$ cat config.mk
export PLATFORM = sky130hd
export DESIGN_NAME = cap_edge_timer
export DESIGN_NICKNAME = d
export VERILOG_FILES = /design/src/rtl/ect_pkg.sv /design/src/rtl/ect_sync_edge.sv /design/src/rtl/ect_event_sel.sv /design/src/rtl/ect_counter.sv /design/src/rtl/ect_regs.sv /design/src/rtl/cap_edge_timer.sv
export SDC_FILE = /design/constraint.sdc
export NUM_CORES = 1
export LEC_CHECK = 0
export ABC_AREA = 1
export BUFFER_PORTS_ARGS = -buffer_cell sky130_fd_sc_hd__clkbuf_2
export CORE_MARGIN = 3
export CORE_UTILIZATION = 50
export CTS_CLUSTER_SIZE = 25
export DETAILED_ROUTE_END_ITERATION = 8
export PLACE_DENSITY = 0.75
export SLEW_MARGIN = 20
export SYNTH_ARGS = -nofsm -noshare
export SYNTH_HDL_FRONTEND = slang
export SYNTH_SLANG_ARGS = --single-unit
$ cat constraint.sdc
create_clock -name clk -period 1.54 [get_ports clk]
set_input_delay 0.154 -clock clk [delete_from_list [all_inputs] [get_ports clk]]
set_output_delay 0.154 -clock clk [all_outputs]
set_load 0.01 [all_outputs]
$ cat src/rtl/ect_pkg.sv
`timescale 1ns/1ps
package ect_pkg;

  localparam int CTRL_W = 8;
  localparam int N_CAP  = 2;

  typedef enum logic [1:0] {
    CM_TIMER = 2'd0,
    CM_RISE  = 2'd1,
    CM_FALL  = 2'd2,
    CM_BOTH  = 2'd3
  } cnt_mode_e;

  // Packed MSB first: [7:5] clear edge, [4] clear enable, [3:2] source, [1:0] mode
  typedef struct packed {
    logic [2:0] clr_edge;
    logic       clr_en;
    logic [1:0] src_sel;
    cnt_mode_e  mode;
  } ctrl_t;

endpackage

$ cat src/rtl/ect_sync_edge.sv
`timescale 1ns/1ps
module ect_sync_edge #(
  parameter int N_IN        = 2,
  parameter int SYNC_STAGES = 2
) (
  input  logic            clk,
  input  logic            rst,
  input  logic [N_IN-1:0] async_in,
  output logic [N_IN-1:0] rise,
  output logic [N_IN-1:0] fall
);

  localparam int CHAIN = SYNC_STAGES + 1;

  for (genvar g = 0; g < N_IN; g++) begin : g_in
    logic [CHAIN-1:0] chain_q;

    always_ff @(posedge clk) begin
      if (rst) chain_q <= '0;
      else     chain_q <= {chain_q[CHAIN-2:0], async_in[g]};
    end

    // chain_q[SYNC_STAGES-1] is the synchronised level, chain_q[SYNC_STAGES] its previous value
    assign rise[g] =  chain_q[SYNC_STAGES-1] & ~chain_q[SYNC_STAGES];
    assign fall[g] = ~chain_q[SYNC_STAGES-1] &  chain_q[SYNC_STAGES];
  end

endmodule

$ cat src/rtl/ect_event_sel.sv
`timescale 1ns/1ps
module ect_event_sel
  import ect_pkg::*;
(
  input  ctrl_t            ctrl,
  input  logic [N_CAP-1:0] rise,
  input  logic [N_CAP-1:0] fall,
  output logic             cnt_evt,
  output logic             clr_evt
);

  logic src_ok;
  logic src_rise, src_fall;
  logic clr_ok;
  logic clr_rise, clr_fall;

  // Source encodings with bit 0 set are reserved; bit 1 picks the input.
  always_comb begin
    src_ok   = ~ctrl.src_sel[0];
    src_rise = rise[ctrl.src_sel[1]];
    src_fall = fall[ctrl.src_sel[1]];
    unique case (ctrl.mode)
      CM_TIMER: cnt_evt = 1'b1;
      CM_RISE:  cnt_evt = src_ok & src_rise;
      CM_FALL:  cnt_evt = src_ok & src_fall;
      CM_BOTH:  cnt_evt = src_ok & (src_rise | src_fall);
      default:  cnt_evt = 1'b0;
    endcase
  end

  // Clear encodings with bit 1 set are reserved; bit 2 picks the input, bit 0 the falling edge.
  always_comb begin
    clr_ok   = ctrl.clr_en & ~ctrl.clr_edge[1];
    clr_rise = rise[ctrl.clr_edge[2]];
    clr_fall = fall[ctrl.clr_edge[2]];
    clr_evt  = clr_ok & (ctrl.clr_edge[0] ? clr_fall : clr_rise);
  end

endmodule

$ cat src/rtl/ect_counter.sv
`timescale 1ns/1ps
module ect_counter #(
  parameter int TC_W = 16,
  parameter int PC_W = 16
) (
  input  logic            clk,
  input  logic            rst,
  input  logic            cnt_evt,
  input  logic            clr_evt,
  input  logic [PC_W-1:0] limit,
  output logic [TC_W-1:0] tc_q,
  output logic [PC_W-1:0] pc_q
);

  logic pc_done;
  assign pc_done = (pc_q >= limit);

  always_ff @(posedge clk) begin
    if (rst || clr_evt) begin
      tc_q <= '0;
      pc_q <= '0;
    end else if (cnt_evt) begin
      if (pc_done) begin
        pc_q <= '0;
        tc_q <= tc_q + TC_W'(1);
      end else begin
        pc_q <= pc_q + PC_W'(1);
      end
    end
  end

endmodule

$ cat src/rtl/ect_regs.sv
`timescale 1ns/1ps
module ect_regs
  import ect_pkg::*;
#(
  parameter int PC_W = 16
) (
  input  logic            clk,
  input  logic            rst,
  input  logic            we,
  input  logic            addr,
  input  logic [PC_W-1:0] wdata,
  output ctrl_t           ctrl_q,
  output logic [PC_W-1:0] limit_q,
  output logic [PC_W-1:0] rdata_q
);

  localparam int PAD_W = PC_W - CTRL_W;

  always_ff @(posedge clk) begin
    if (rst) begin
      ctrl_q  <= '0;
      limit_q <= '0;
      rdata_q <= '0;
    end else begin
      rdata_q <= addr ? limit_q : {{PAD_W{1'b0}}, ctrl_q};
      if (we) begin
        if (addr) limit_q <= wdata;
        else      ctrl_q  <= ctrl_t'(wdata[CTRL_W-1:0]);
      end
    end
  end

endmodule

$ cat src/rtl/cap_edge_timer.sv
`timescale 1ns/1ps
module cap_edge_timer
  import ect_pkg::*;
#(
  parameter int TC_W        = 16,
  parameter int PC_W        = 16,
  parameter int SYNC_STAGES = 2
) (
  input  logic             clk,
  input  logic             rst,
  input  logic             reg_we,
  input  logic             reg_addr,
  input  logic [PC_W-1:0]  reg_wdata,
  output logic [PC_W-1:0]  reg_rdata,
  input  logic [N_CAP-1:0] cap_in,
  output logic [TC_W-1:0]  tc_out,
  output logic [PC_W-1:0]  pc_out
);

  ctrl_t            ctrl_q;
  logic [PC_W-1:0]  limit_q;
  logic [N_CAP-1:0] cap_rise, cap_fall;
  logic             cnt_evt, clr_evt;

  ect_regs #(.PC_W(PC_W)) u_regs (
    .clk     (clk),
    .rst     (rst),
    .we      (reg_we),
    .addr    (reg_addr),
    .wdata   (reg_wdata),
    .ctrl_q  (ctrl_q),
    .limit_q (limit_q),
    .rdata_q (reg_rdata)
  );

  ect_sync_edge #(.N_IN(N_CAP), .SYNC_STAGES(SYNC_STAGES)) u_sync (
    .clk      (clk),
    .rst      (rst),
    .async_in (cap_in),
    .rise     (cap_rise),
    .fall     (cap_fall)
  );

  ect_event_sel u_evt (
    .ctrl    (ctrl_q),
    .rise    (cap_rise),
    .fall    (cap_fall),
    .cnt_evt (cnt_evt),
    .clr_evt (clr_evt)
  );

  ect_counter #(.TC_W(TC_W), .PC_W(PC_W)) u_cnt (
    .clk     (clk),
    .rst     (rst),
    .cnt_evt (cnt_evt),
    .clr_evt (clr_evt),
    .limit   (limit_q),
    .tc_q    (tc_out),
    .pc_q    (pc_out)
  );

endmodule

# Yosys cells after proc, flatten, opt, wreduce, memory -nomap -nowiden
# Cells that the tools add are included.
# classes
shift	0
order_cmp	3
addsub	2
n_bitwise	17
n_div	0
mul	0
eq_ne	3
reduce_logical	6
muxes	12
# op_table
op	count
adder 16 x 1 -> 16 bit (second input constant)	2
greater-or-equal comparator 16 bit	1
two-way mux 16 bit	1
bitwise AND 1 bit	9
two-way mux 1 bit	9
two-way mux 8 bit	1
NOT 1 bit	7
AND reduction 2 bit	3
== test 2 bit (second input constant)	2
less-than comparator 1 x 2 -> 1 bit (second input constant)	2
one-hot mux 1 bit (4 select lines)	1
== test 2 x 1 -> 1 bit (second input constant)	1
zero test 2 bit	1
OR reduction 2 bit	1
logical OR 1 bit	1
OR 1 bit	1
# word_totals
in_bits	22
wordCells	54
ff_bits	78
ram_bits	0
out_inout_bits	48
mem_bits_ro	0
memories	0
latch_bits	0

# Logic depth before layout (Yosys ltp)
# Gate-level depths: netlist of run 1.
# logic_depth
ltp_word	8
ltp_mapped	15
ltp_nobuf	14

# Modules after synthesis
# Synthesis of run 1 repeated with hierarchy kept, for this count alone.
# hier_totals
hier_cells	534
hier_area_um2	3858.7
# by_module_without_submodules
mod	area_each_um2	cells_per_inst	instances
ect_counter	2082.0	303	1
ect_regs	1490.2	185	1
ect_sync_edge	187.7	24	1
ect_event_sel	98.8	22	1

# Least setup slack after synthesis of run 1
# OpenSTA, ideal clock, no wires.
# synth_path
kind	register to register
start	register u_cnt.pc_q[7]
end	register u_cnt.tc_q[9]
arrival_time_ns	1.635
stages_incl_launch_ff	14
required_ns	1.470
setup_ns	0.070
setup_slack_ns	-0.165
cell_sequence	dfxtp_1 -> ha_1 -> nand2_1 -> inv_1 -> nand2_1 -> nand2_1 -> nor2_1 -> nand2_1 -> nand2_2 -> nand2_4 -> nand2_4 -> buf_6 -> nand2_1 -> a21oi_1
# synth_between
elab_chain_cells	2
# synth_rtl
item	line_no	rtl
start, declared	ect_counter.sv:12	output logic [PC_W-1:0] pc_q
start signal, assigned	ect_counter.sv:27	pc_q <= pc_q + PC_W'(1);
greater-or-equal comparator 16 bit	ect_counter.sv:16	assign pc_done = (pc_q >= limit);
AND reduction 2 bit (no line)	-	
end signal, assigned	ect_counter.sv:25	tc_q <= tc_q + TC_W'(1);
end, declared	ect_counter.sv:11	output logic [TC_W-1:0] tc_q,
# No other way between the ends.
# A chain may end at the register's enable or synchronous reset.

# Worst setup path after layout of run 1
# layout_path
start	register u_cnt.pc_q[1]
end	register u_cnt.tc_q[15]
# The elaborated chain is that of the path after synthesis.

==> impl_metrics.tcl, run 1 <==
set metrics [dict create \
    muxShareOfSynthArea_pct 0 \
    slew_headroom_pct 74.71 \
    grt_use_met2_pct 43.99 \
    synthesis.instances 505 \
    final_cell_mix "nand2_1, clkbuf_2, dfxtp_1" \
    use_met3_pct 3.818 \
    fin_util_pct 75.19 \
    ant_nets 0 \
    grt_max_degree 32 \
    synth-compound-area-share_pct 12.85 \
    dpl.cell_count 698 \
    tightest_slew_ns 0.3789 \
    multi_input_area_sq_um 2354 \
    violations "setup timing" \
    ys_seq_area_share_pct 41.64 \
    syn2layout_area_growth_pct 40.74 \
    max-vdd-ir-drop_v 0.0006961 \
    clock-sinks 78 \
    seqCellArea_sq_um 1604 \
    startpoint_type "register" \
    ios 70 \
    synth_nets 545 \
    initial_core_util_pct 53.42 \
    drv_cap 0 \
    clock_skew_ns 0.009782 \
    core_sq_um 7019 \
    ys_ff_latch 78 \
    cts-htree-levels 3 \
    final.setup.tns_ns -3.112 \
    drive_above_1_share_pct 39.43 \
    synth_top_family_by_area "simple AND/OR/NAND/NOR gates" \
    setup_violations 31 \
    fin_area_sq_um 5278 \
    gp_congestion 0.8702 \
    hp-class "in2reg" \
    synth-simple-area-share_pct 26.13 \
    antenna_found_initial 0 \
    cellLeakagePower_nw 2.170 \
    rsz0062_at_grt "yes" \
    finalWorstSetupSlack_ns -0.1718 \
    yosysWarningCount 0 \
    dp_hpwl_mm 7.024 \
    cts_tree "done" \
    clock-root-buffer "clkbuf_8" \
    criticalPathCategory "reg2reg" \
    placed_area_sq_um 4614 \
    outcome "finished, violations left" \
    power-per-cell-area_nw_per_um2 885.2 \
    postSynthAreaPerCell_sq_um 7.425 \
    dr.pass1.iters 5 \
    crit_path_max_fanout 8 \
    grt_pass1_vias 3659 \
    numCtsBuffers 9 \
    clkTransAtPathRegs_ns 0.08 \
    grt_pass1_wl_mm 16.73 \
    arrival_ns 2.00 \
    required_ns 1.83 \
    die_x_um 92.60 \
    n_antenna_cell 0 \
    routedWlPerCell_um 14.96 \
    stdcell_count 725 \
    fillCellCount 532 \
    clk_latency_ns 0.36 \
    io_buffers 69 \
    synthAdderAreaFrac_pct 6.006 \
    nets 664 \
    end_kind "register" \
    min_period_ns 1.712 \
    drt-vias-per-instance 5.332 \
    power_mw 4.672 \
    wl_mm 10.85 \
    track_usage_pct 24.57 \
    rows 30 \
    drc 0 \
    fin_crit_sh_pct 111.2 \
    hold_violations 0 \
    synth_xor_xnor_area_share_pct 4.905 \
    die_area_sq_um 8575 \
    yosysUniqueCellTypes 26 \
    syn_area_sq_um 3750 \
    maxSlewViolCount 0 \
    grt_use_met1_pct 29.32 \
    grt_overflow 0 \
    busiest_layer "met2" \
    fmaxAchievable_ghz 0.5842 \
    die_y_um 92.60 \
    clk_path_buf_depth 2 \
    drt_iter0_markers 188 \
    routed-via-count 3866 \
    final_common_cell "nand2_1" \
]
==> registers in the layout (all words and copies together), names as in the netlist <==
name	flops
u_cnt.pc_q	16
u_cnt.tc_q	16
u_regs.ctrl_q	8
u_regs.limit_q	16
u_regs.rdata_q	16
u_sync.g_in.chain_q	6
==> worst max-delay path, stage by stage (launching register included) <==
cell and delay [ns]:
dfxtp_2 0.36, ha_4 0.28, nand2_2 0.05, nand2_1 0.06, nand2_1 0.05, nand2_1 0.06
nand2_1 0.07, nand2_1 0.08, nand2_2 0.09, nand2_8 0.14, buf_12 0.15, nand3_2 0.08
a21oi_1 0.15
==> cell type report <==
type,count,area share (%)
multi-input combinational,358,44.59
tap,96,2.276
clock buffer,12,3.153
timing repair buffer,121,14.65
inverter,56,3.983
clock inverter,4,0.9483
sequential,78,30.39
==> final timing paths <==
check	start	to	slack, ns	depth (start not counted)
worst max-delay path	u_cnt.pc_q[1]	u_cnt.tc_q[15]	-0.17	12
worst min-delay path	rst	u_sync.g_in[1].chain_q[1]	0.07	2
worst max register to register	u_cnt.pc_q[1]	u_cnt.tc_q[15]	-0.17	12
worst min register to register	u_sync.g_in[1].chain_q[0]	u_sync.g_in[1].chain_q[1]	0.40	2
==> repair_timing <==
| action | CTS | global route |
|---|---|---|
| hold buffers | 2 | 0 |
| endpoints found under the hold margin | 2 | 0 |
| endpoints found under the setup margin | 29 | 32 |
| pin swaps | 10 | 27 |
| setup buffers | 2 | 1 |
| resized for setup | 37 | 50 |
| cloned | 6 | 0 |
==> cell families after synthesis <==
family | count (synthesis)
AO/OA/AOI/OAI | 93
XOR/XNOR | 21
adder cells (fa/ha/maj) | 18
buffers and inverters | 74
flip-flops | 78
AND/OR/NAND/NOR | 221
==> synthesized netlist by cell type <==
cell	instances	share of area, %
nand3b_1	1	0.20
o21bai_1	2	0.40
nor3b_2	2	0.67
nand2_4	3	0.90
o21ai_1	2	0.27
nand2_2	4	0.67
buf_6	5	1.5
dfxtp_1	78	42
o21ai_0	33	4.4
nor2_1	62	6.2
nor3_2	1	0.27
clkbuf_1	11	1.1
xor2_1	18	4.2
a21oi_1	55	7.3
a21oi_4	1	0.43
ha_1	18	6.0
nand4_1	10	1.7
nand3_1	39	5.2
or2_2	2	0.33
nor2_2	2	0.33
xnor2_1	3	0.70
buf_2	2	0.27
nor3_1	3	0.40
inv_1	56	5.6
or2_1	1	0.17
nand2_1	91	9.1
==> power breakdown <==
part / switching [mW] / total, mW / internal [mW]
Sequential: 0.0524 / 2.14 / 2.09
Clock: 0.787 / 1.68 / 0.897
Combinational: 0.504 / 0.844 / 0.340
==> routing by layer <==
layer,wire [um],part of all wire (%)
met5,0,0
met4,352,3.2
met3,696,6.4
met2,5350,49
met1,4447,41
==> stage by stage <==
stage               hold WS [ns]  worst slack (ns)
floorplan                 0.2610          -0.06514
global placement          0.3480           -0.1278
detailed placement        0.3486           -0.1869
CTS                      0.05241           -0.1127
global route             0.08430           -0.2786
finish                   0.06748           -0.1718
Power figures use the tool's default switching activity.
==> run 2, diff against run 1 <==
BUFFER_PORTS_ARGS = unset   (was -buffer_cell sky130_fd_sc_hd__clkbuf_2)
CORE_UTILIZATION = 57   (was 50)
DONT_BUFFER_PORTS = 1   (was unset)
PLACE_DENSITY = 0.74   (was 0.75)
==> impl_metrics.tcl, run 2 (synthesis results as in run 1) <==
set metrics [dict create \
    setup_violations 32 \
    routed-via-count 3877 \
    cts_tree "done" \
    power-per-cell-area_nw_per_um2 870.8 \
    final_cell_mix "nand2_1, buf_4, dfxtp_1" \
    antenna_found_initial 0 \
    rsz0062_at_grt "yes" \
    fillCellCount 346 \
    core_sq_um 6131 \
    fmaxAchievable_ghz 0.5559 \
    numCtsBuffers 9 \
    clock_skew_ns 0.01081 \
    min_period_ns 1.799 \
    arrival_ns 2.07 \
    drc 0 \
    clock-root-buffer "clkbuf_8" \
    end_kind "register" \
    io_buffers 0 \
    grt_overflow 0 \
    max-vdd-ir-drop_v 0.0007854 \
    drt_iter0_markers 313 \
    outcome "finished, violations left" \
    drt-vias-per-instance 5.839 \
    dp_hpwl_mm 6.740 \
    die_area_sq_um 7588 \
    hold_ws_ns -0.005439 \
    drive_above_1_share_pct 34.80 \
    criticalPathCategory "reg2reg" \
    n_antenna_cell 0 \
    dp_slack_ns -0.1472 \
    cts-htree-levels 3 \
    tightest_slew_ns 0.4544 \
    die_x_um 87.11 \
    clk_latency_ns 0.36 \
    grt_max_degree 32 \
    stdcell_count 664 \
    grt_pass1_vias 3415 \
    hold_violations 3 \
    crit_path_max_fanout 6 \
    startpoint_type "register" \
    cellLeakagePower_nw 1.976 \
    gp_congestion 0.9604 \
    clk_path_buf_depth 2 \
    initial_core_util_pct 61.16 \
    nets 624 \
    violations "hold timing, setup timing" \
    slew_headroom_pct 69.67 \
    finalWorstSetupSlack_ns -0.2588 \
    required_ns 1.82 \
    track_usage_pct 26.02 \
    routedWlPerCell_um 17.24 \
    drv_cap 0 \
    maxSlewViolCount 0 \
    ios 70 \
    syn2layout_area_growth_pct 36.14 \
    fin_crit_sh_pct 116.8 \
    ant_nets 0 \
    fin_area_sq_um 5105 \
    grt_pass1_wl_mm 15.67 \
    placed_area_sq_um 4370 \
    clkTransAtPathRegs_ns 0.09 \
    wl_mm 11.45 \
    dpl.cell_count 625 \
    rows 28 \
    clock-sinks 78 \
    die_y_um 87.11 \
    dr.pass1.iters 5 \
    hp-class "in2reg" \
    final_common_cell "nand2_1" \
]
## run 2: changes by cell type in the layout (fill, tap and decap cells not counted), sizes merged
cell / change
clkinvlp: +2
inv: +3
bufinv: -1
dlygate4sd3: +12
clkinv: -1
clkbuf: -72
nand2: -1
buf: +18
## run 2: cell type report
type / instances / area [sq um] / area share (%)
clock inverters: 7 / 60.06 / 1.176
repair buffers: 82 / 673.1 / 13.19
well taps: 75 / 93.84 / 1.838
multi-input cells: 357 / 2333 / 45.71
inverters: 56 / 214.0 / 4.191
flip-flops and latches: 78 / 1607 / 31.47
clock buffers: 9 / 123.9 / 2.426
## run 2: through the flow
step / hold slack [ns] / utilization, % / setup TNS (ns) / total power, mW
global placement: 0.2262 / 71.29 / -0.7569 / 2.720
global route: 0.01117 / 83.27 / -7.814 / 4.618
finish: -0.005439 / 83.27 / -5.445 / 4.445
floorplan: 0.2610 / - / -0.9729 / 2.571
CTS: 0.0001745 / 78.24 / -1.142 / 4.266
detailed placement: 0.2273 / 71.29 / -2.863 / 2.740
## run 2: path summary, 6_finish.rpt
path | from | endpoint | slack [ns] | cells after the start
worst max-delay path | u_cnt.pc_q[6] | u_cnt.pc_q[0] | -0.26 | 12
worst min-delay path | reg_addr | u_regs.rdata_q[4] | -0.005 | 2
worst max register to register | u_cnt.pc_q[6] | u_cnt.pc_q[0] | -0.26 | 12
worst min register to register | u_sync.g_in[1].chain_q[0] | u_sync.g_in[1].chain_q[1] | 0.40 | 2
## run 2: what timing repair did
action,CTS,global route
resized for setup,27,66
cloned,0,5
endpoints found under the setup margin,30,32
pin swaps,2,35
hold endpoints to repair,28,0
buffers inserted,0,5
hold buffers,14,0
## run 2: per-layer routing
layer  track usage, %  part of all wire, %
met1            34.18                   40
met2            42.24                   47
met3            5.771                  9.5
met4            8.926                  3.7
met5                0                    0
## run 2: report_power, final
group          switching, mW  internal [mW]
Clock                  0.868          0.620
Combinational          0.478          0.322
Sequential            0.0649           2.09
Total                   1.41           3.03
## run 2: critical path, cell delays in order, from the launching register on
cell,delay (ns)
dfxtp_4,0.37
ha_4,0.24
nand2_2,0.07
inv_2,0.04
nand2_2,0.07
nor2_1,0.06
nor2_1,0.11
nand2_1,0.07
nand2_2,0.13
nand2_8,0.11
nand2_8,0.15
nand2_4,0.10
a21oi_1,0.20
